==> src/rtl/prog_seq_pkg.sv <==
// Shared command and condition encodings for the instruction address sequencer.
package prog_seq_pkg;

    typedef enum logic [2:0] {
        CMD_STEP     = 3'd0,
        CMD_JUMP     = 3'd1,
        CMD_CALL     = 3'd2,
        CMD_RET      = 3'd3,
        CMD_RETI_EN  = 3'd4,
        CMD_RETI_DIS = 3'd5,
        CMD_INT_EN   = 3'd6,
        CMD_INT_DIS  = 3'd7
    } cmd_t;

    // Bit 2 clear selects "always"; bits 1:0 pick the flag test otherwise.
    localparam logic [1:0] CC_CARRY   = 2'd0;
    localparam logic [1:0] CC_NCARRY  = 2'd1;
    localparam logic [1:0] CC_ZERO    = 2'd2;
    localparam logic [1:0] CC_NZERO   = 2'd3;

endpackage

==> src/rtl/seq_cond.sv <==
// Condition evaluator.
// Does: reports whether the selected flag test holds this cycle.
// Assumes: flags are the current architectural carry and zero.
module seq_cond (
    input  logic [2:0] cond_i,
    input  logic       carry_i,
    input  logic       zero_i,
    output logic       ok_o
);
    import prog_seq_pkg::*;

    // Decode the selector into a pass/fail result.
    always_comb begin
        if (!cond_i[2]) begin
            ok_o = 1'b1;
        end else begin
            case (cond_i[1:0])
                CC_CARRY:  ok_o = carry_i;
                CC_NCARRY: ok_o = !carry_i;
                CC_ZERO:   ok_o = zero_i;
                default:   ok_o = !zero_i;
            endcase
        end
    end
endmodule

==> src/rtl/seq_stack.sv <==
// Return address stack.
// Does: holds DEPTH return addresses; push writes at pointer+1 and advances,
//       pop reads the entry under the pointer and retreats; pointer wraps mod DEPTH.
// Assumes: push and pop are never requested in the same cycle.
module seq_stack #(
    parameter int DEPTH = 31,
    parameter int AW    = 10
) (
    input  logic          clk,
    input  logic          rst_n,
    input  logic          push_i,
    input  logic          pop_i,
    input  logic [AW-1:0] push_data_i,
    output logic [AW-1:0] top_o
);
    localparam int          PW   = $clog2(DEPTH);
    localparam logic [PW-1:0] LAST = PW'(DEPTH - 1);

    logic [AW-1:0] frames [DEPTH];
    logic [PW-1:0] ptr_q;
    logic [PW-1:0] ptr_up;
    logic [PW-1:0] ptr_dn;

    // Wrapped neighbours of the pointer.
    always_comb begin
        ptr_up = (ptr_q == LAST) ? '0 : ptr_q + 1'b1;
        ptr_dn = (ptr_q == '0) ? LAST : ptr_q - 1'b1;
    end

    assign top_o = frames[ptr_q];

    // Pointer update; reset empties the stack.
    always_ff @(posedge clk) begin
        if (!rst_n) begin
            ptr_q <= '0;
        end else if (push_i) begin
            ptr_q <= ptr_up;
        end else if (pop_i) begin
            ptr_q <= ptr_dn;
        end
    end

    // Frame storage write on push.
    always_ff @(posedge clk) begin
        if (push_i) begin
            frames[ptr_up] <= push_data_i;
        end
    end

    AST_PTR_BOUND: assert property (@(posedge clk) disable iff (!rst_n)
        ptr_q <= LAST) else $error("stack pointer out of range");
    AST_PUSH_POP_EXCL: assert property (@(posedge clk) disable iff (!rst_n)
        !(push_i && pop_i)) else $error("push and pop together");
endmodule

==> src/rtl/seq_irq_ctl.sv <==
// Interrupt control.
// Does: holds the enable bit and saved flags, decides interrupt entry,
//       and produces the acknowledge and restore strobes.
// Assumes: the request is a level sampled at each edge.
module seq_irq_ctl (
    input  logic       clk,
    input  logic       rst_n,
    input  logic [2:0] cmd_i,
    input  logic       irq_i,
    input  logic       carry_i,
    input  logic       zero_i,
    output logic       take_o,
    output logic       en_o,
    output logic       ack_o,
    output logic       restore_o,
    output logic       carry_saved_o,
    output logic       zero_saved_o
);
    import prog_seq_pkg::*;

    cmd_t cmd;
    logic en_q, ack_q, rst_q, cs_q, zs_q;
    logic is_reti;

    assign cmd     = cmd_t'(cmd_i);
    assign take_o  = en_q && irq_i;
    assign is_reti = (cmd == CMD_RETI_EN) || (cmd == CMD_RETI_DIS);

    // Enable bit: entry clears, commands set or clear.
    always_ff @(posedge clk) begin
        if (!rst_n) begin
            en_q <= 1'b0;
        end else if (take_o) begin
            en_q <= 1'b0;
        end else begin
            case (cmd)
                CMD_RETI_EN, CMD_INT_EN:   en_q <= 1'b1;
                CMD_RETI_DIS, CMD_INT_DIS: en_q <= 1'b0;
                default:                   en_q <= en_q;
            endcase
        end
    end

    // Flag preservation at entry.
    always_ff @(posedge clk) begin
        if (!rst_n) begin
            cs_q <= 1'b0;
            zs_q <= 1'b0;
        end else if (take_o) begin
            cs_q <= carry_i;
            zs_q <= zero_i;
        end
    end

    // One-cycle strobes for entry and interrupt return.
    always_ff @(posedge clk) begin
        if (!rst_n) begin
            ack_q <= 1'b0;
            rst_q <= 1'b0;
        end else begin
            ack_q <= take_o;
            rst_q <= !take_o && is_reti;
        end
    end

    assign en_o          = en_q;
    assign ack_o         = ack_q;
    assign restore_o     = rst_q;
    assign carry_saved_o = cs_q;
    assign zero_saved_o  = zs_q;

    AST_ACK_MASKED: assert property (@(posedge clk) disable iff (!rst_n)
        ack_q |-> !en_q) else $error("enable left set after entry");
    AST_NO_ACK_WHEN_OFF: assert property (@(posedge clk) disable iff (!rst_n)
        (irq_i && !en_q) |=> !ack_q) else $error("ack while disabled");
    AST_RETI_EN_SETS: assert property (@(posedge clk) disable iff (!rst_n)
        (!take_o && cmd == CMD_RETI_EN) |=> (en_q && rst_q)) else $error("reti enable");
endmodule

==> src/rtl/prog_seq.sv <==
// Instruction address sequencer (top).
// Does: registers the program counter and chooses its next value from
//       step, jump, call, return, interrupt return and interrupt entry.
// Assumes: one command per clock, already decoded; interrupt wins over command.
module prog_seq #(
    parameter int AW          = 10,
    parameter int STACK_DEPTH = 31
) (
    input  logic          clk,
    input  logic          rst_n,
    input  logic [2:0]    cmd_i,
    input  logic [2:0]    cond_i,
    input  logic [AW-1:0] target_i,
    input  logic          carry_i,
    input  logic          zero_i,
    input  logic          irq_i,
    output logic [AW-1:0] pc_o,
    output logic          irq_ack_o,
    output logic          irq_en_o,
    output logic          restore_o,
    output logic          carry_saved_o,
    output logic          zero_saved_o
);
    import prog_seq_pkg::*;

    localparam logic [AW-1:0] VECTOR = '1;

    cmd_t          cmd;
    logic [AW-1:0] pc_q, pc_nxt, top;
    logic          cond_ok, take, push, pop;

    assign cmd = cmd_t'(cmd_i);

    seq_cond u_cond (
        .cond_i  (cond_i),
        .carry_i (carry_i),
        .zero_i  (zero_i),
        .ok_o    (cond_ok)
    );

    seq_irq_ctl u_irq (
        .clk           (clk),
        .rst_n         (rst_n),
        .cmd_i         (cmd_i),
        .irq_i         (irq_i),
        .carry_i       (carry_i),
        .zero_i        (zero_i),
        .take_o        (take),
        .en_o          (irq_en_o),
        .ack_o         (irq_ack_o),
        .restore_o     (restore_o),
        .carry_saved_o (carry_saved_o),
        .zero_saved_o  (zero_saved_o)
    );

    seq_stack #(.DEPTH(STACK_DEPTH), .AW(AW)) u_stack (
        .clk         (clk),
        .rst_n       (rst_n),
        .push_i      (push),
        .pop_i       (pop),
        .push_data_i (pc_q),
        .top_o       (top)
    );

    // Next-address selection and stack requests.
    always_comb begin
        push   = 1'b0;
        pop    = 1'b0;
        pc_nxt = pc_q + 1'b1;
        if (take) begin
            push   = 1'b1;
            pc_nxt = VECTOR;
        end else begin
            case (cmd)
                CMD_JUMP: if (cond_ok) pc_nxt = target_i;
                CMD_CALL: if (cond_ok) begin
                    push   = 1'b1;
                    pc_nxt = target_i;
                end
                CMD_RET: if (cond_ok) begin
                    pop    = 1'b1;
                    pc_nxt = top + 1'b1;
                end
                CMD_RETI_EN, CMD_RETI_DIS: begin
                    pop    = 1'b1;
                    pc_nxt = top;
                end
                default: pc_nxt = pc_q + 1'b1;
            endcase
        end
    end

    // Program counter register.
    always_ff @(posedge clk) begin
        if (!rst_n) pc_q <= '0;
        else        pc_q <= pc_nxt;
    end

    assign pc_o = pc_q;

    AST_STEP_ONE: assert property (@(posedge clk) disable iff (!rst_n)
        (cmd_i == 3'd0 && !(irq_en_o && irq_i)) |=> pc_o == $past(pc_o) + 1'b1)
        else $error("step did not add one");
    AST_JUMP_ALWAYS: assert property (@(posedge clk) disable iff (!rst_n)
        (cmd_i == 3'd1 && !cond_i[2] && !(irq_en_o && irq_i)) |=> pc_o == $past(target_i))
        else $error("jump did not load target");
    AST_ENTRY_VECTOR: assert property (@(posedge clk) disable iff (!rst_n)
        (irq_en_o && irq_i) |=> (pc_o == VECTOR && irq_ack_o))
        else $error("entry did not reach vector");
endmodule

==> config.mk <==
export PLATFORM = sky130hd
export DESIGN_NAME = prog_seq
export DESIGN_NICKNAME = d
export VERILOG_FILES = /design/src/rtl/prog_seq_pkg.sv /design/src/rtl/seq_cond.sv /design/src/rtl/seq_stack.sv /design/src/rtl/seq_irq_ctl.sv /design/src/rtl/prog_seq.sv
export SDC_FILE = /design/constraint.sdc
export NUM_CORES = 1
export LEC_CHECK = 0
export ABC_AREA = 1
export CORE_MARGIN = 4
export CORE_UTILIZATION = 34
export CTS_BUF_LIST = sky130_fd_sc_hd__clkbuf_4 sky130_fd_sc_hd__clkbuf_8 sky130_fd_sc_hd__clkbuf_16
export DETAILED_ROUTE_END_ITERATION = 8
export SETUP_SLACK_MARGIN = 0.3
export SLEW_MARGIN = 20
export SYNTH_ARGS = -nofsm -noshare
export SYNTH_HDL_FRONTEND = slang
export SYNTH_SLANG_ARGS = --single-unit
==> constraint.sdc <==
create_clock -name clk -period 2.7 [get_ports clk]
set_clock_uncertainty 0.05 [all_clocks]
set_input_delay 0.54 -clock clk [delete_from_list [all_inputs] [get_ports clk]]
set_output_delay 0.54 -clock clk [all_outputs]
set_load 0.03 [all_outputs]
## Word-level counts from Yosys, hierarchy flattened

Memory sizes are Yosys's and may differ from the RTL's. A register that Yosys moved wholly into a read port is not among the register bits.
Index checks and enable logic that the tools add are counted.

- Register bits: 20
- RAM bits: 310
- Input port bits: 21
- Output and inout bits: 15
- Memories: 1

- Add/sub/neg operators: 4
- Equal/unequal tests: 10
- Multiplexer cells: 20
- Bitwise operators: 1
- Reduce and logical (&&, ||, !) cells: 15

Memory list:

| memory | words | width | rd ports | clocked after memory_dff | write ports | line | source |
|---|---|---|---|---|---|---|---|
| u_stack.frames | 31 | 10 | 1 | 1 | 1 | seq_stack.sv:19 | `logic [AW-1:0] frames [DEPTH];` |

Operators with widths:

| operator | number |
|---|---|
| 10-bit 2-to-1 mux | 3 |
| 5-bit 2-to-1 mux | 6 |
| 10-bit case mux with 3 select lines | 1 |
| 10-bit by 1-bit adder with 10-bit output, second input constant | 2 |
| 3-bit == test, second input constant | 4 |
| 2-bit OR reduction | 5 |
| 1-bit 2-to-1 mux | 7 |
| 3-bit by 2-bit == test with 1-bit output, second input constant | 2 |
| 5-bit by 1-bit adder with 5-bit output, second input constant | 1 |
| 5-bit == test, second input constant | 1 |
| 5-bit zero test | 1 |
| 5-bit by 1-bit subtractor with 5-bit output, second input constant | 1 |
| 1-bit case mux with 2 select lines | 2 |
| 2-bit nonzero test | 2 |
| 3-bit by 1-bit == test with 1-bit output, second input constant | 1 |
| 1-bit zero test | 3 |
| 1-bit case mux with 3 select lines | 1 |
| 2-bit by 1-bit == test with 1-bit output, second input constant | 1 |
| 2-bit == test, second input constant | 1 |
| 1-bit logical AND | 2 |
| 2-bit zero test | 1 |
| 1-bit logical OR | 1 |
| 1-bit inverter | 1 |

## Longest topological paths before layout

- Word-level depth: 10
- Depth in mapped cells: 22

## By module

A second synthesis with hierarchy kept.

- Cell total of the unflattened synthesis: 1,382
- Area total of the unflattened synthesis: 14,500.2 sq um

By module, submodules not included:

| module | times used | cells an instance | area each (sq um) | seq. area each (sq um) |
|---|---|---|---|---|
| seq_stack | 1 | 1,162 | 13,205.2 | 9,509.1 |
| prog_seq | 1 | 186 | 1,066.0 | 200.2 |
| seq_irq_ctl | 1 | 23 | 183.9 | 100.1 |
| seq_cond | 1 | 11 | 45.0 | 0.0 |

## Least setup slack after synthesis

Ideal clock, no wire load.

- Kind: register to register
- Start point: register pc_q[0] (netlist: pc_o[0])
- End point: register pc_q[6] (netlist: pc_o[6])
- Data arrival time: 2.370 ns
- Data required time: 2.594 ns
- Slack: 0.225 ns
- Stages on the path, launching flop included: 12
- Period minus slack after synthesis: 2.475 ns
- Path through: dfxtp_1 ha_1 nand3_1 nor2_1 nand2_1 xor2_1 inv_1 nor2_1 or2_2 nand4_1 nand2_1 inv_1

- Longest elaborated chain between the ends: 4
- Elaborated cells between the ends (all ways): 5

RTL lines:

| what | line | source |
|---|---|---|
| start, declared | prog_seq.sv:29 | `logic [AW-1:0] pc_q, pc_nxt, top;` |
| start signal, assigned | prog_seq.sv:96 | `else pc_q <= pc_nxt;` |
| 10-bit by 1-bit adder with 10-bit output * | prog_seq.sv:69, prog_seq.sv:88 |  |
| 10-bit 2-to-1 mux, on equally long branches | prog_seq.sv:80, prog_seq.sv:75, prog_seq.sv:76 |  |
| 10-bit case mux with 3 select lines * | prog_seq.sv:74 | `case (cmd)` |
| 10-bit 2-to-1 mux * | prog_seq.sv:70 | `if (take) begin` |

Every way passes the cells marked *; elsewhere a longest branch is shown, timed or not.
A chain may end at the register's enable or synchronous reset.

==> summary.md <==
| Metric | Value |
|---|---|
| Period utilization | `90.3%` |
| Via density per instance | `5.22` |
| Core Area | `42,200 um2` |
| Setup-failing EPs final | `0` |
| P per Cell Area | `771 nW/um2` |
| Achievable Freq | `0.410 GHz` |
| Mapped Nets | `1,407` |
| Final #Nets | `1,550` |
| Lkg Pwr | `0.00700 uW` |
| Pin count of the biggest net entering global routing | `62` |
| Total number of yosys warnings | `0` |
| Clock transition at path regs | `0.06 ns` |
| Data arrival time of the critical path | `2.81 ns` |
| Antenna viol nets, final | `0` |
| CTS tree | `yes` |
| Number of global-route vias before repair | `10,600` |
| WS Path Type | `flop to flop` |
| Worst Hold End | `u_irq.zero_saved_o` |
| CP Data Required Time | `3.07 ns` |
| Least-Margin Pin Slew | `0.607 ns` |
| Final Hold Fails | `0` |
| Routed WL per cell | `20.7 um` |
| CTS buffer count | `36` |
| Maximum clock insertion buffer count | `3` |
| Count leader, synth | `nand2_1` |
| Seq pwr share | `43.1%` |
| Port buffer count | `35` |
| HPWL Detailed | `27,300 um` |
| DRT Pass-1 Iters | `5` |
| Area growth syn-to-layout | `24.9%` |
| Gr ovfl total | `0` |
| Setup slack, reg-to-reg | `0.26 ns` |
| Clk pwr share | `33.5%` |
| Design area | `18,300 um2` |
| Post-synth top cells | `nand2_1 (455), edfxtp_1 (310), nand3_1 (273)` |
| Peak supply drop | `0.577 mV` |
| Setup crit end kind | `flop` |
| Total power | `14,100 uW` |
| Die ar. | `46,400 um2` |
| Sw Share | `30.3%` |
| Hold path depth | `2` |
| Post-Route WL | `43,300 um` |
| Number of enable flip-flop cells after synthesis | `310` |
| CP Launch Type | `flop` |
| Async set-reset flop share out of synthesis | `0%` |
| Sequential-to-total area share from yosys stat | `67.1%` |
| Min-delay src | `u_irq.zero_saved_o` |
| Chip Height | `215 um` |
| Critical Path Fanout Max | `8` |
| Initial DRC Count | `1,018` |
| Area after DPL | `16,100 um2` |
| Mean Syn Cell Area | `10.6 um2` |
| Comb pwr share | `23.5%` |
| Unrepaired setup endpoints after global routing | `yes` |
| Remaining DRCs | `0` |
| Max Slew Vio Count | `0` |
| Cells on worst reg2reg path | `22` |
| Diode count | `0` |
| Synth Instances | `1,379` |
| Gpl congestion | `0.878` |
| FF+latch area | `9820 um2` |
| Overall global routing resource usage | `18.3%` |
| Initial Util | `34.6%` |
| Setup TNS | `0 ns` |
| Max_cap viols | `0` |
| Clk_lat worst skew | `0.53 ns` |
| Share of layout cells above drive strength 1 | `20.6%` |
| First-pass GRT wire length | `65,100 um` |
| Row count | `75` |
| Path type of the worst min-delay path | `flop to flop` |
| Via count | `10,900` |
| Internal power | `9800 uW` |
| Fin util | `43.2%` |
| Main synth FF type | `edfxtp_1` |
| Initial antenna violation count | `1` |
| Post-synthesis register bit count | `335` |
| Min Tclk post-route | `2.44 ns` |
| Status | `complete, no violations` |
| Post-synth top area share | `63.7%` |
| Number of distinct library cells after synthesis | `36` |
| Mapped cell area | `14,600 um2` |
| H-tree Lvls | `2` |
| Area of the multi-input gates | `4520 um2` |
| R2R Path End | `pc_o[9]` |
| Worst relative slew slack | `59.5%` |
| Sw power | `4260 uW` |
| Filler cell count | `3,928` |
| CTS sink cnt | `335` |
| Boundary Pins | `36` |
| Top post-synthesis cells by area | `edfxtp_1 (64%), nand2_1 (12%), nand3_1 (9.3%)` |
| Die Width | `215 um` |
| Yosys top cell by area | `edfxtp_1` |
| CTS root buf | `clkbuf_16` |
cell type report:
| type | instances | share of cell area [%] |
|---|---|---|
| Clock buffer | 46 | 5.42 |
| Clock inverter | 20 | 0.836 |
| Inverter | 52 | 1.23 |
| Multi-Input combinational cell | 921 | 24.8 |
| Sequential cell | 335 | 53.8 |
| Tap cell | 539 | 3.70 |
| Timing Repair Buffer | 175 | 10.2 |
| Timing Repair inverter | 1 | 0.0617 |
worst max-delay path, cell delays in order, from the launching register on:
cell and delay, ns:
dfxtp_4 0.36, buf_12 0.16, clkinv_16 0.10, buf_12 0.14, buf_16 0.14, nand2_2 0.06
nand3_2 0.06, nand3_2 0.08, nand2_2 0.06, nand2_1 0.08, nand2_2 0.09, nand2_2 0.09
nand2_4 0.07, buf_6 0.13, nand2_4 0.05, nor2_4 0.04, buf_4 0.13, nand3_1 0.07
nand3_1 0.09, nand2_1 0.08, nand3_1 0.07, nand2_1 0.07, inv_1 0.04
what timing repair did:
item / in CTS / in global routing
setup buffers: 20 / 4
setup endpoints to repair: 54 / 270
hold endpoints to repair: 0 / 0
pin swaps: 34 / 22
resized for setup: 87 / 62
gates cloned: 9 / 0
hold buffers: 0 / 0
flip-flops by register name (all words and copies together), names as in the netlist, named ones only:
register,cells
u_stack.frames,310
pc_o,10
u_stack.ptr_q,5
u_irq.ack_o,1
u_irq.carry_saved_o,1
u_irq.en_o,1
u_irq.restore_o,1
u_irq.zero_saved_o,1
power groups by stage:
stage          logic (uW)  clock network [uW]  registers, uW
2_1_floorplan        1480                   0           6250
3_3_place_gp         2660                   0           6180
3_5_place_dp         2670                   0           6170
4_1_cts              3160                4790           6060
5_1_grt              3550                5030           6060
6_report             3300                4710           6060
layer usage:
metal | share of wire, % | track usage [%] | vias up
met5 | 0 | 0 | -
met4 | 3.0 | 4.90 | 0
met3 | 6.8 | 2.43 | 80
met2 | 49 | 31.5 | 416
met1 | 41 | 24.4 | 5341
li1 | - | - | 5069
worst max path at each step:
stage            start  cells after the start                    end  slack (ns)
2_1_floorplan  carry_i                     12  u_stack.frames[19][0]        0.25
3_3_place_gp   carry_i                     14  u_stack.frames[20][2]       -0.12
3_5_place_dp   carry_i                     14  u_stack.frames[20][1]       -0.10
4_1_cts           flop                     21                pc_o[6]        0.28
5_1_grt           flop                     21                pc_o[8]        0.15
6_report          flop                     22                pc_o[9]        0.26
layout by cell type (no fill, tap or decap), drive strengths merged, types with 2 or more instances in the layout:
cell type	instances
dlygate4sd2	3
ha	7
a31oi	4
o211ai	6
buf	139
xor2	8
o21ai	37
edfxtp	310
nand2	462
nand3	273
nor3	2
inv	54
nor2	87
clkinv	17
o221ai	3
bufbuf	2
o22ai	2
nand4	10
or2	2
a21oi	11
clkbuf	46
dfxtp	25
clkdlybuf4s50	31
cells by family after synthesis:
kind of cell / after synthesis / synth area share [%]
compound gates: 68 / 2.65
xor+xnor: 9 / 0.539
fa+ha+maj: 7 / 0.599
buf+inv: 123 / 4.73
flops: 335 / 67.1
simple gates: 837 / 24.4
stage by stage:
stage / setup WS (ns) / hold WS, ns / instances
floorplan: 0.247 / 0.457 / 1379
global placement: -0.118 / 0.418 / 1990
detailed placement: -0.103 / 0.423 / 1990
CTS: 0.278 / 0.438 / 2085
global route: 0.147 / 0.468 / 2089
finish: 0.262 / 0.435 / 2089
Power figures use the tool's default switching activity.
